===== src/rtl/bwc_pkg.sv =====
package bwc_pkg;
  // Region decode codes; unlisted codes behave as general I/O
  localparam logic [2:0] RG_RAM   = 3'd0;
  localparam logic [2:0] RG_VIDEO = 3'd1;
  localparam logic [2:0] RG_SOUND = 3'd2;
  localparam logic [2:0] RG_ROM   = 3'd3;

  typedef enum logic [1:0] {S_IDLE, S_BUSY, S_ACKED} seq_state_e;

  function automatic logic needs_slot(input logic [2:0] rg);
    return (rg == RG_RAM) || (rg == RG_VIDEO);
  endfunction

  function automatic logic is_slow(input logic [2:0] rg);
    return rg == RG_SOUND;
  endfunction
endpackage


===== src/rtl/bwc_phase.sv =====
module bwc_phase #(
  parameter int PHASE_W = 2
) (
  input  logic               clk,
  input  logic               rst,
  output logic [PHASE_W-1:0] phase
);
  always_ff @(posedge clk) begin
    if (rst) phase <= '0;
    else     phase <= phase + PHASE_W'(1);
  end

  AST_PHASE_STEP: assert property (@(posedge clk) disable iff (rst)
    !$past(rst) |-> phase == $past(phase) + PHASE_W'(1));
endmodule


===== src/rtl/bwc_len_calc.sv =====
module bwc_len_calc
  import bwc_pkg::*;
#(
  parameter int PHASE_W  = 2,
  parameter int LEN_W    = 4,
  parameter int BASE_CYC = 4,
  parameter int SND_WAIT = 1
) (
  input  logic [2:0]         region,
  input  logic [PHASE_W-1:0] phase,
  output logic               slot_req,
  output logic [LEN_W-1:0]   len
);
  logic [PHASE_W-1:0] gap;
  logic [LEN_W-1:0]   align_add;
  logic [LEN_W-1:0]   slow_add;

  always_comb begin
    // distance to the next slot boundary, zero when already on it
    gap       = PHASE_W'(0) - phase;
    slot_req  = needs_slot(region);
    align_add = slot_req ? LEN_W'(gap) : '0;
    slow_add  = is_slow(region) ? LEN_W'(SND_WAIT) : '0;
    len       = LEN_W'(BASE_CYC) + align_add + slow_add;
  end

  AST_LEN_FLOOR: assert final (len >= LEN_W'(BASE_CYC));
endmodule


===== src/rtl/bwc_seq.sv =====
module bwc_seq
  import bwc_pkg::*;
#(
  parameter int PHASE_W = 2,
  parameter int LEN_W   = 4
) (
  input  logic               clk,
  input  logic               rst,
  input  logic               as_n,
  input  logic               slot_req,
  input  logic [LEN_W-1:0]   len_in,
  input  logic [PHASE_W-1:0] phase,
  output logic               start,
  output logic               dtack_n,
  output logic [PHASE_W-1:0] start_phase,
  output logic [LEN_W-1:0]   cyc_len
);
  seq_state_e       state;
  logic [LEN_W-1:0] cnt;
  logic             slot_q;
  logic             last;

  assign start = (state == S_IDLE) && !as_n;
  assign last  = (state == S_BUSY) && (cnt + LEN_W'(1) == cyc_len);

  always_ff @(posedge clk) begin
    if (rst) begin
      state       <= S_IDLE;
      cnt         <= '0;
      slot_q      <= 1'b0;
      dtack_n     <= 1'b1;
      start_phase <= '0;
      cyc_len     <= '0;
    end else begin
      case (state)
        S_IDLE: if (start) begin
          state       <= S_BUSY;
          cnt         <= LEN_W'(1);
          slot_q      <= slot_req;
          start_phase <= phase;
          cyc_len     <= len_in;
        end
        S_BUSY: if (last) begin
          dtack_n <= 1'b0;
          state   <= S_ACKED;
        end else begin
          cnt <= cnt + LEN_W'(1);
        end
        S_ACKED: if (as_n) begin
          dtack_n <= 1'b1;
          state   <= S_IDLE;
        end
        default: state <= S_IDLE;
      endcase
    end
  end

  AST_SLOT_END: assert property (@(posedge clk) disable iff (rst)
    (last && slot_q) |-> phase == '1);
  AST_ACK_HOLD: assert property (@(posedge clk) disable iff (rst)
    (!dtack_n && !as_n) |=> !dtack_n);
  AST_ACK_RELEASE: assert property (@(posedge clk) disable iff (rst)
    (!dtack_n && as_n) |=> dtack_n);
  AST_NO_EARLY_ACK: assert property (@(posedge clk) disable iff (rst)
    $fell(dtack_n) |-> !$past(as_n));
endmodule


===== src/rtl/bus_wait_ctrl.sv =====
module bus_wait_ctrl
  import bwc_pkg::*;
#(
  parameter int PHASE_W  = 2,
  parameter int LEN_W    = 4,
  parameter int BASE_CYC = 4,
  parameter int SND_WAIT = 1
) (
  input  logic               clk,
  input  logic               rst,
  input  logic               as_n,
  input  logic [2:0]         region,
  output logic               dtack_n,
  output logic [PHASE_W-1:0] phase_o,
  output logic [PHASE_W-1:0] start_phase_o,
  output logic [LEN_W-1:0]   cyc_len_o
);
  logic             slot_req;
  logic [LEN_W-1:0] len_calc;
  logic             start;

  bwc_phase #(.PHASE_W(PHASE_W)) u_phase (
    .clk(clk), .rst(rst), .phase(phase_o)
  );

  bwc_len_calc #(
    .PHASE_W(PHASE_W), .LEN_W(LEN_W), .BASE_CYC(BASE_CYC), .SND_WAIT(SND_WAIT)
  ) u_len (
    .region(region), .phase(phase_o), .slot_req(slot_req), .len(len_calc)
  );

  bwc_seq #(.PHASE_W(PHASE_W), .LEN_W(LEN_W)) u_seq (
    .clk(clk), .rst(rst), .as_n(as_n), .slot_req(slot_req),
    .len_in(len_calc), .phase(phase_o), .start(start), .dtack_n(dtack_n),
    .start_phase(start_phase_o), .cyc_len(cyc_len_o)
  );

  AST_SOUND_LEN: assert property (@(posedge clk) disable iff (rst)
    (start && region == RG_SOUND) |=> cyc_len_o == LEN_W'(BASE_CYC + SND_WAIT));
  AST_ROM_LEN: assert property (@(posedge clk) disable iff (rst)
    (start && region == RG_ROM) |=> cyc_len_o == LEN_W'(BASE_CYC));
  AST_START_PHASE: assert property (@(posedge clk) disable iff (rst)
    start |=> start_phase_o == $past(phase_o));
endmodule


===== config.mk =====
export PLATFORM = sky130hd
export DESIGN_NAME = bus_wait_ctrl
export DESIGN_NICKNAME = d
export VERILOG_FILES = /design/src/rtl/bwc_pkg.sv /design/src/rtl/bwc_phase.sv /design/src/rtl/bwc_len_calc.sv /design/src/rtl/bwc_seq.sv /design/src/rtl/bus_wait_ctrl.sv
export SDC_FILE = /design/constraint.sdc
export NUM_CORES = 1
export LEC_CHECK = 0
export BUFFER_PORTS_ARGS = -buffer_cell sky130_fd_sc_hd__buf_2
export CELL_PAD_IN_SITES_DETAIL_PLACEMENT = 1
export CELL_PAD_IN_SITES_GLOBAL_PLACEMENT = 2
export CORE_AREA = 2 2 58 60
export CTS_BUF_LIST = sky130_fd_sc_hd__clkbuf_4
export DETAILED_ROUTE_END_ITERATION = 8
export DIE_AREA = 0 0 60 62
export GPL_TIMING_DRIVEN = 0
export PLACE_DENSITY = 0.69
export SLEW_MARGIN = 25
export SYNTH_ARGS = -nofsm -noshare
export SYNTH_HDL_FRONTEND = slang
export SYNTH_SLANG_ARGS = --single-unit

===== constraint.sdc =====
create_clock -name clk -period 5.2 [get_ports clk]
set_input_delay 0.52 -clock clk [delete_from_list [all_inputs] [get_ports clk]]
set_output_delay 0.52 -clock clk [all_outputs]
set_load 0.005 [all_outputs]

== Word level (Yosys, flattened, before mapping) ==
Index checks and enable logic that the tools add are counted.
Operators by class
  equal/unequal tests: 9
  multiplexer cells: 12
  add/subtract/negate cells: 5
  reductions and logical operators: 12
Operator list (number)
  AND reduction 3 bit: 3
  two-way mux 2 bit: 4
  two-way mux 4 bit: 2
  one-hot mux 4 bit (2 select lines): 1
  inequality test 2 bit (second input constant): 3
  one-hot mux 2 bit (3 select lines): 1
  adder 3 x 4 -> 4 bit (first input constant): 1
  adder 4 x 1 -> 4 bit (second input constant): 1
  adder 4 bit: 1
  equality test 4 bit: 1
  nonzero test 2 bit: 2
  equality test 3 x 1 -> 1 bit (second input constant): 1
  equality test 3 x 2 -> 1 bit (second input constant): 1
  zero test 3 bit: 1
  two-way mux 1 bit: 3
  adder 2 x 1 -> 2 bit (second input constant): 1
  equality test 2 x 1 -> 1 bit (second input constant): 1
  equality test 2 bit (second input constant): 1
  logical AND 1 bit: 2
  zero test 2 bit: 1
  inequality test 2 x 1 -> 1 bit (second input constant): 1
  one-hot mux 1 bit (2 select lines): 1
  AND reduction 2 bit: 1
  subtractor 1 x 2 -> 2 bit (first input constant): 1
  other kinds (2): 2
Storage, ports and cells
  word-level logic and storage cells: 44
  input bits: 6
  output and inout bits: 9
  flip-flop bits (word level): 15

== Logic depth before layout (Yosys ltp) ==
Gate-level depths: netlist of the first run.
  depth after elaboration: 5
  gate-level depth with buffers: 6
  mapped depth without buffers: 6

== Modules after synthesis ==
Synthesis of the first run repeated with hierarchy kept, for this count alone.
Second synthesis, totals
  cell total of the unflattened synthesis: 95
  area, all modules: 815.8 um^2
Modules (own cells, without submodules)
  bwc_seq: times used 1, area an instance 679.4 um^2, cells an instance 81, sequential area each 260.2 um^2
  bwc_len_calc: times used 1, area an instance 80.1 um^2, cells an instance 9, sequential area each 0.0 um^2
  bwc_phase: times used 1, area an instance 56.3 um^2, cells an instance 5, sequential area each 40.0 um^2

== Least setup slack after synthesis of the first run ==
OpenSTA, ideal clock, no wires.
  path type: reg-to-reg
  start point: register u_seq.cnt[0]
  end point: register u_seq.cnt[2]
  arrival time: 1.777 ns
  clock period less this slack: 1.839 ns
  slack: 3.361 ns
  cell stages (with the launch flop): 6
  required time: 5.138 ns
  library setup time: 0.062 ns
  buffers on the path: 0
  cells stage by stage: dfxtp_1 -> ha_1 -> xor2_1 -> or3_4 -> or4_1 -> nand3_1
Between the ends
  longest elaborated chain between the ends: 5
  elaborated cells on any way between the ends: 7
  those cells by class: add/sub: 1; eq/ne: 2; mux: 2; reduce/logical: 2
RTL lines
  start: declaration: RTL line bwc_seq.sv:19  | logic [LEN_W-1:0] cnt;
  start signal: assignment: RTL line bwc_seq.sv:47  | cnt <= cnt + LEN_W'(1);
  adder 4 x 1 -> 4 bit *: RTL line bwc_seq.sv:24, bwc_seq.sv:47
  equality test 4 bit: RTL line bwc_seq.sv:24  | assign last = (state == S_BUSY) && (cnt + LEN_W'(1) == cyc_len);
  logical AND 1 bit: RTL line bwc_seq.sv:24
  inequality test 2 bit (no line)
  AND reduction 3 bit (no line)
Mark *: on every way between the ends. The rest lies on a longest branch, timed or not. The select of a mux whose other input is x is not followed.
A chain may end at the register's enable or synchronous reset.

== Worst setup path after layout of the first run ==
Same ends and word-level chain as after synthesis.

==> metrics.txt, run 1 <==
Rel. slew slack 38.3%; DR vias/cell 4.61; final cell count without fillers 150; Mapped Cells 86; Setup crit start kind register; M3 GR Usage 4.76%; GP Congestion 0.797; CP max FO 5; nets 114; # H-tree levels 1; Sequential Power Share 52.7%; total CTS buffers 3; Syn Area/Cell 8.66 um2; crit path capture type register; Final Max Slew Viols 0; RSZ-0062 raised after global routing no; GRT overflow 0; CP Buf/Inv Count 0; post-route setup slack 3.22 ns; dpl cell area 872 um2; antenna cells 0; Max stage delay on crit path 0.53 ns; required time of the critical path 5.44 ns; Site Rows 21; Internal 0.172 mW; # placed instances 146; syn_nets 95; Synth-to-Final Area Change 20.8%; CP Depth 5; commonest non-fill, non-tap cell in the layout dfxtp_1; combinational share of power 18.9%; Final setup viols 0; peak supply drop 0.136 mV; HPWL after DPL 1.40 mm; hold buffers post-CTS 0; Worst-path clk slew 0.10 ns; Iter 0 DRT Violations 11; post-synth cell types 30; Net Sw Power 0.0752 mW; proportion of layout cells with a drive suffix above 1 19.2%; Layout Skew 0.00176 ns; gr busiest metal met2; worst-margin pin slew 0.918 ns; Pre-Repair DR Iteration Count 4; sequential area share after synthesis 40.3%; Sw Ratio 30.5%; Clock Path Buffers 2; setup bufs post-CTS 0; die area 3720 um2; I/O pin cnt 15; Critical-path top delay cell or4_1; Leak 0.358 nW; commonest non-fill, non-tap cells in the layout 15 x dfxtp_1, 14 x buf_2, 13 x nand2_1, 10 x a21oi_1, 5 x nor2_1; Crit Path Class reg -> reg; fin crit share 38.1%; met1 GRT Util 12.7%; Yosys reg bits 15; vias in the first global route 685; Post-synth top flop dfxtp_1; max_cap viols 0; Post-Place Worst Slack 3.23 ns; Initial Utilization 23.4%; Clk pwr share 28.4%; worst r2r path cells 5; first-pass GRT wire length 3.06 mm; CTS sink count 15; GRT Util Overall 11.0%; synth warn 0; post-cts gate resize count 0; status finished clean; Final Hold Viols 0; WHS Path Cells 2; Setup Total Neg Slack 0 ns; Die Y 62 um; Tmin final 1.98 ns; pin count of the biggest net entering global routing 11; Pwr per Cell Area 274 nW/um2; Post-DRT Antenna Nets 0; final instance area 900 um2; Root Driver clkbuf_4; Die Span X 60 um; core footprint 3180 um2; Routed WL 1.78 mm; total number of vias 692; ys async rst share 0%; number of synthesized flops with an enable pin 0; Max Clk Rate 0.504 GHz; CP top delay family simple AND/OR/NAND/NOR gates; CTS tree yes; worst hold path class reg -> reg; synthesized area 744 um2; initial antenna violation count 0; DRC 0; Worst EP arrival 2.22 ns; DR WL/cell 11.9 um; number of port buffers 14; crit-path cells ha_1 -> xor2_1 -> or3_4 -> or4_1 -> nand3_1; met2 Usage GRT 19.3%; clk_lat worst skew 0.29 ns
==> final timing paths <==
| check | start | to | slack (ns) |
|---|---|---|---|
| worst max register to register | u_seq.cnt[0] | u_seq.cnt[2] | 3.22 |
| worst max-delay path | u_seq.cnt[0] | u_seq.cnt[2] | 3.22 |
| worst min-delay path | u_seq.start_phase[1] | u_seq.start_phase[1] | 0.47 |
| worst min register to register | u_seq.start_phase[1] | u_seq.start_phase[1] | 0.47 |
==> per-layer routing <==
metal | part of all wire (%) | wire length (um)
met5 | 0 | 0
met4 | 0.56 | 10
met3 | 6.6 | 117
met2 | 47 | 838
met1 | 46 | 815
==> synth_stat cells, types with 2 or more instances <==
cell type / number / area, um2
ha_1: 3 / 37.5
xnor2_1: 4 / 35.0
xor2_1: 3 / 26.3
o21ai_0: 2 / 10.0
nor3_1: 4 / 20.0
clkbuf_1: 2 / 7.51
a21oi_1: 10 / 50.1
nand3_1: 4 / 20.0
nor2_1: 5 / 18.8
nor3b_1: 2 / 15.0
inv_1: 2 / 7.51
nand2_1: 13 / 48.8
dfxtp_1: 15 / 300
==> registers in the layout, summed over array words and instances, names as in the netlist <==
register	count
u_seq.cnt	4
u_seq.cyc_len	4
u_phase.phase	2
u_seq.start_phase	2
u_seq.state	2
u_seq.dtack_n	1
==> power by group through the flow <==
stage	combinational (mW)	sequential (mW)	clock (mW)
4_1_cts	0.0476	0.130	0.0735
3_5_place_dp	0.0474	0.133	0
6_report	0.0467	0.130	0.0700
2_1_floorplan	0.0315	0.132	0
3_3_place_gp	0.0463	0.133	0
5_1_grt	0.0530	0.132	0.0788
==> metrics by stage <==
stage	util (%)	hold WS, ns	power, mW
6_report	28.3	0.465	0.247
5_1_grt	28.3	0.496	0.264
4_1_cts	28.3	0.471	0.251
3_5_place_dp	27.4	0.455	0.180
3_3_place_gp	27.4	0.447	0.179
2_1_floorplan	-	0.453	0.163
==> worst reg2reg max path, delay by kind of cell (launching register included) <==
kind,cells,cell delay (ns)
DFF,1,0.44
xor gates and xnor gates,1,0.17
and+or+nand+nor,3,1.03
adders and majority gates,1,0.29
==> final cells by class <==
class | instances | area, um2
Inverter | 2 | 7.51
Tap cell | 46 | 57.6
Clock buffer | 3 | 22.5
Sequential cell | 15 | 300
Buffer | 2 | 7.51
Fill cell | 387 | 2280
Clock inverter | 1 | 5.00
Multi-Input combinational cell | 67 | 429
Timing Repair Buffer | 14 | 70.1
==> cell families after synthesis <==
family,after synthesis,share of synthesized area (%)
buffers and inverters,4,2.02
muxes,1,1.34
DFF,15,40.3
AOI/OAI and AO/OA,18,14.1
adders and majority gates,3,5.04
and+or+nand+nor,37,25.7
xor gates and xnor gates,8,11.4
Power figures use the tool's default switching activity.
==> run 2, diff against run 1 <==
ABC_AREA = 1   (was unset)
CORE_AREA = 2 2 59 61   (was 2 2 58 60)
DIE_AREA = 0 0 61 63   (was 0 0 60 62)
PLACE_DENSITY = 0.75   (was 0.69)
clock period = 1.7 ns   (was 5.2 ns; I/O delays follow)
==> run 2 against run 1 <==
Global-route usage up 0.52 points. Utilization up 0.43 points. Die area up 3.3%. Fmax up 29%. Worst setup slack worse by 3.0 ns. Synthesized cell count up 27%. Clock skew up 0.0031 ns. Critical path depth up 4.
==> metrics.txt, run 2 <==
Site Rows 21 (unchanged); nets 137 (+20%); met1 GRT Util 14.1% (+1.3 points); Post-DRT Antenna Nets 0 (unchanged); HPWL after DPL 1.48 mm (+5.7%); total CTS buffers 3 (unchanged); setup bufs post-CTS 0 (unchanged); reg-to-reg endpoint u_seq.cnt[0]; RSZ-0062 raised after global routing no; ys async rst share 0% (unchanged); FF/Latch Area 305 um2 (+1.7%); syn_nets 118 (+24%); DR WL/cell 10.7 um (-9.9%); Tmin final 1.53 ns (-0.451 ns); CP top delay family simple AND/OR/NAND/NOR gates; met2 Usage GRT 18.4% (-0.84 points); Worst-path clk slew 0.10 ns (about the same); DRC 0 (unchanged); Critical-path top delay cell dfxtp_4; fillcell total 408 (+5.4%); worst hold endpoint u_phase.phase[0]; Routed WL 1.85 mm (+3.9%); combinational share of power 30.1% (+11 points); number of synthesized flops with an enable pin 0 (unchanged); Final setup viols 0 (unchanged); Clock Path Buffers 2 (unchanged); die area 3840 um2 (+3.3%); r2r setup slk 0.17 ns (-3.05 ns); hold path start rst; CP max FO 9 (+4); commonest non-fill, non-tap cells in the layout 19 x nand2_1, 19 x nor2_1, 15 x buf_2, 13 x dfxtp_1, 11 x nand3_1; core footprint 3230 um2 (+1.7%); clk_lat worst skew 0.29 ns (about the same); worst hold path class in -> reg; number of port buffers 14 (unchanged); worst r2r path cells 9 (+4); DR vias/cell 4.36 (-5.5%); synth warn 0 (unchanged); # H-tree levels 1 (unchanged); Synth-to-Final Area Change 21.2%; Max stage delay on crit path 0.39 ns (-0.14 ns); vias in the first global route 736 (+7.4%); Final Max Slew Viols 0 (unchanged); CTS tree yes; Setup Total Neg Slack 0 ns (unchanged); pin count of the biggest net entering global routing 11 (unchanged); Sw Ratio 36.2% (+5.8 points); Clk pwr share 22.5% (-5.9 points); Max Clk Rate 0.653 GHz (+29%); Internal 0.607 mW (+250%); Root Driver clkbuf_4; I/O pin cnt 15 (unchanged); Sequential Power Share 47.4% (-5.3 points); Die Span X 61 um (+1.7%); gr busiest metal met2; CTS sink count 15 (unchanged); first-pass GRT wire length 3.24 mm (+5.9%); WHS Path Cells 2 (unchanged); sequential area share after synthesis 39.2% (-1.1 points); post-synth top area cell dfxtp_1; M3 GR Usage 2.69% (-2.1 points); synthesized area 766 um2 (+2.9%); Post-synth top flop dfxtp_1; crit path capture type register; Leak 0.421 nW (+18%); Initial Utilization 23.7% (+0.28 points); area of the multi-input gates 410 um2 (-4.4%); proportion of layout cells with a drive suffix above 1 24.4% (+5.2 points); Pwr per Cell Area 1020 nW/um2 (+270%); Rel. slew slack 81.6% (+43 points); post-synth cell types 20 (-33%); Final Hold Viols 0 (unchanged); total number of vias 754 (+9.0%); top cell type's share of synthesized area 39.2% (-1.1 points); GRT overflow 0 (unchanged); crit-path cells ha_2 -> xnor2_1 -> nand2_1 -> nor2_2 -> nand2_2 -> nand2_4 -> nand2_1 -> nor2_1 -> nor2_1; CP Buf/Inv Count 0 (unchanged); max_cap viols 0 (unchanged); registers with the most flip-flops u_seq.cnt: 4 flops, u_seq.cyc_len: 4 flops; Yosys reg bits 15 (unchanged); GP Congestion 0.748 (-6.2%); commonest cells in the netlist 19 x nand2_1, 19 x nor2_1, 15 x dfxtp_1; GRT Util Overall 11.5% (+0.52 points); Pre-Repair DR Iteration Count 4 (unchanged); Net Sw Power 0.345 mW (+360%); initial antenna violation count 0 (unchanged); r2r startpoint u_seq.cnt[0]; Syn Area/Cell 7.03 um2 (-19%); Worst EP arrival 1.73 ns (-0.49 ns); fin crit share 90.1% (+52 points); peak supply drop 0.295 mV (+120%); worst-margin pin slew 0.275 ns (-0.643 ns); final instance area 928 um2 (+3.2%); Die Y 63 um (+1.6%); Crit Path Class reg -> reg; status finished clean; Mapped Cells 109 (+27%); antenna cells 0 (unchanged); Layout Skew 0.00490 ns (+0.00314 ns); dpl cell area 893 um2 (+2.4%); required time of the critical path 1.90 ns (-3.54 ns); Iter 0 DRT Violations 15 (+4); Setup crit start kind register; Area contributors post-synth dfxtp_1 39%, nand2_1 9.3%, nor2_1 9.3%
[run 2: how the worst max path moves through the flow]
stage / cells after the start / end / slack, ns / start
final: 9 / u_seq.cnt[0] / 0.17 / u_seq.cnt[0]
after global routing: 9 / u_seq.cnt[0] / 0.01 / u_seq.cnt[0]
after CTS: 9 / u_seq.dtack_n / 0.004 / u_seq.cnt[0]
after detailed placement: 9 / u_seq.dtack_n / 0.02 / u_seq.cnt[0]
after global placement: 9 / u_seq.dtack_n / 0.02 / u_seq.cnt[0]
after floorplan: 9 / u_seq.dtack_n / 0.27 / u_seq.cnt[0]
[run 2: final cells by class]
class	count	area share, %
multi-input combinational	79	44.2
clock buffer	3	2.43
clock inverter	1	0.539
sequential	15	32.9
tap	46	6.20
buffer	1	0.539
timing repair buffer	14	7.55
inverter	14	5.66
[run 2: cells by family after synthesis]
kind of cell / count (synthesis) / synth area share (%)
AO/OA/AOI/OAI: 13 / 8.99
XOR/XNOR: 2 / 2.29
adder cells (fa/ha/maj): 3 / 4.90
buffers and inverters: 15 / 7.52
flip-flops: 15 / 39.2
AND/OR/NAND/NOR: 61 / 37.1
[run 2: metrics by stage]
stage	utilization (%)	total power, mW	setup WS [ns]	instances	hold slack [ns]
6_report	28.7	0.951	0.169	173	0.114
3_5_place_dp	27.6	0.750	0.0166	169	0.427
5_1_grt	28.7	1.03	0.0141	173	0.113
3_3_place_gp	27.6	0.739	0.0233	169	0.414
4_1_cts	28.5	0.964	0.00408	173	0.106
2_1_floorplan	-	0.661	0.265	109	0.232
[run 2: worst reg2reg max path: cells and delay by family, from the launching register on]
family	cells	cell delay, ns
adder cells (fa/ha/maj)	1	0.33
flip-flops	1	0.39
XOR/XNOR	1	0.11
AND/OR/NAND/NOR	7	0.62
[run 2: what timing repair did]
action / 4_1_cts / 5_1_grt
resized for setup: 0 / 4
hold buffers: 0 / 0
hold endpoints to repair: 0 / 0
endpoints found under the setup margin: 0 / 6
[run 2: routing by layer]
layer / part of all wire, % / up-vias
met2: 48 / 14
met4: 2.3 / 0
li1: - / 389
met3: 4.3 / 5
met5: 0 / -
met1: 45 / 346
[run 2: power groups by stage]
stage                     logic (mW)  clock network (mW)  registers (mW)
after CTS                      0.292               0.222           0.450
after floorplan                0.212                   0           0.448
after global routing           0.336               0.234           0.463
after global placement         0.284                   0           0.455
after detailed placement       0.291                   0           0.458
final                          0.286               0.214           0.451
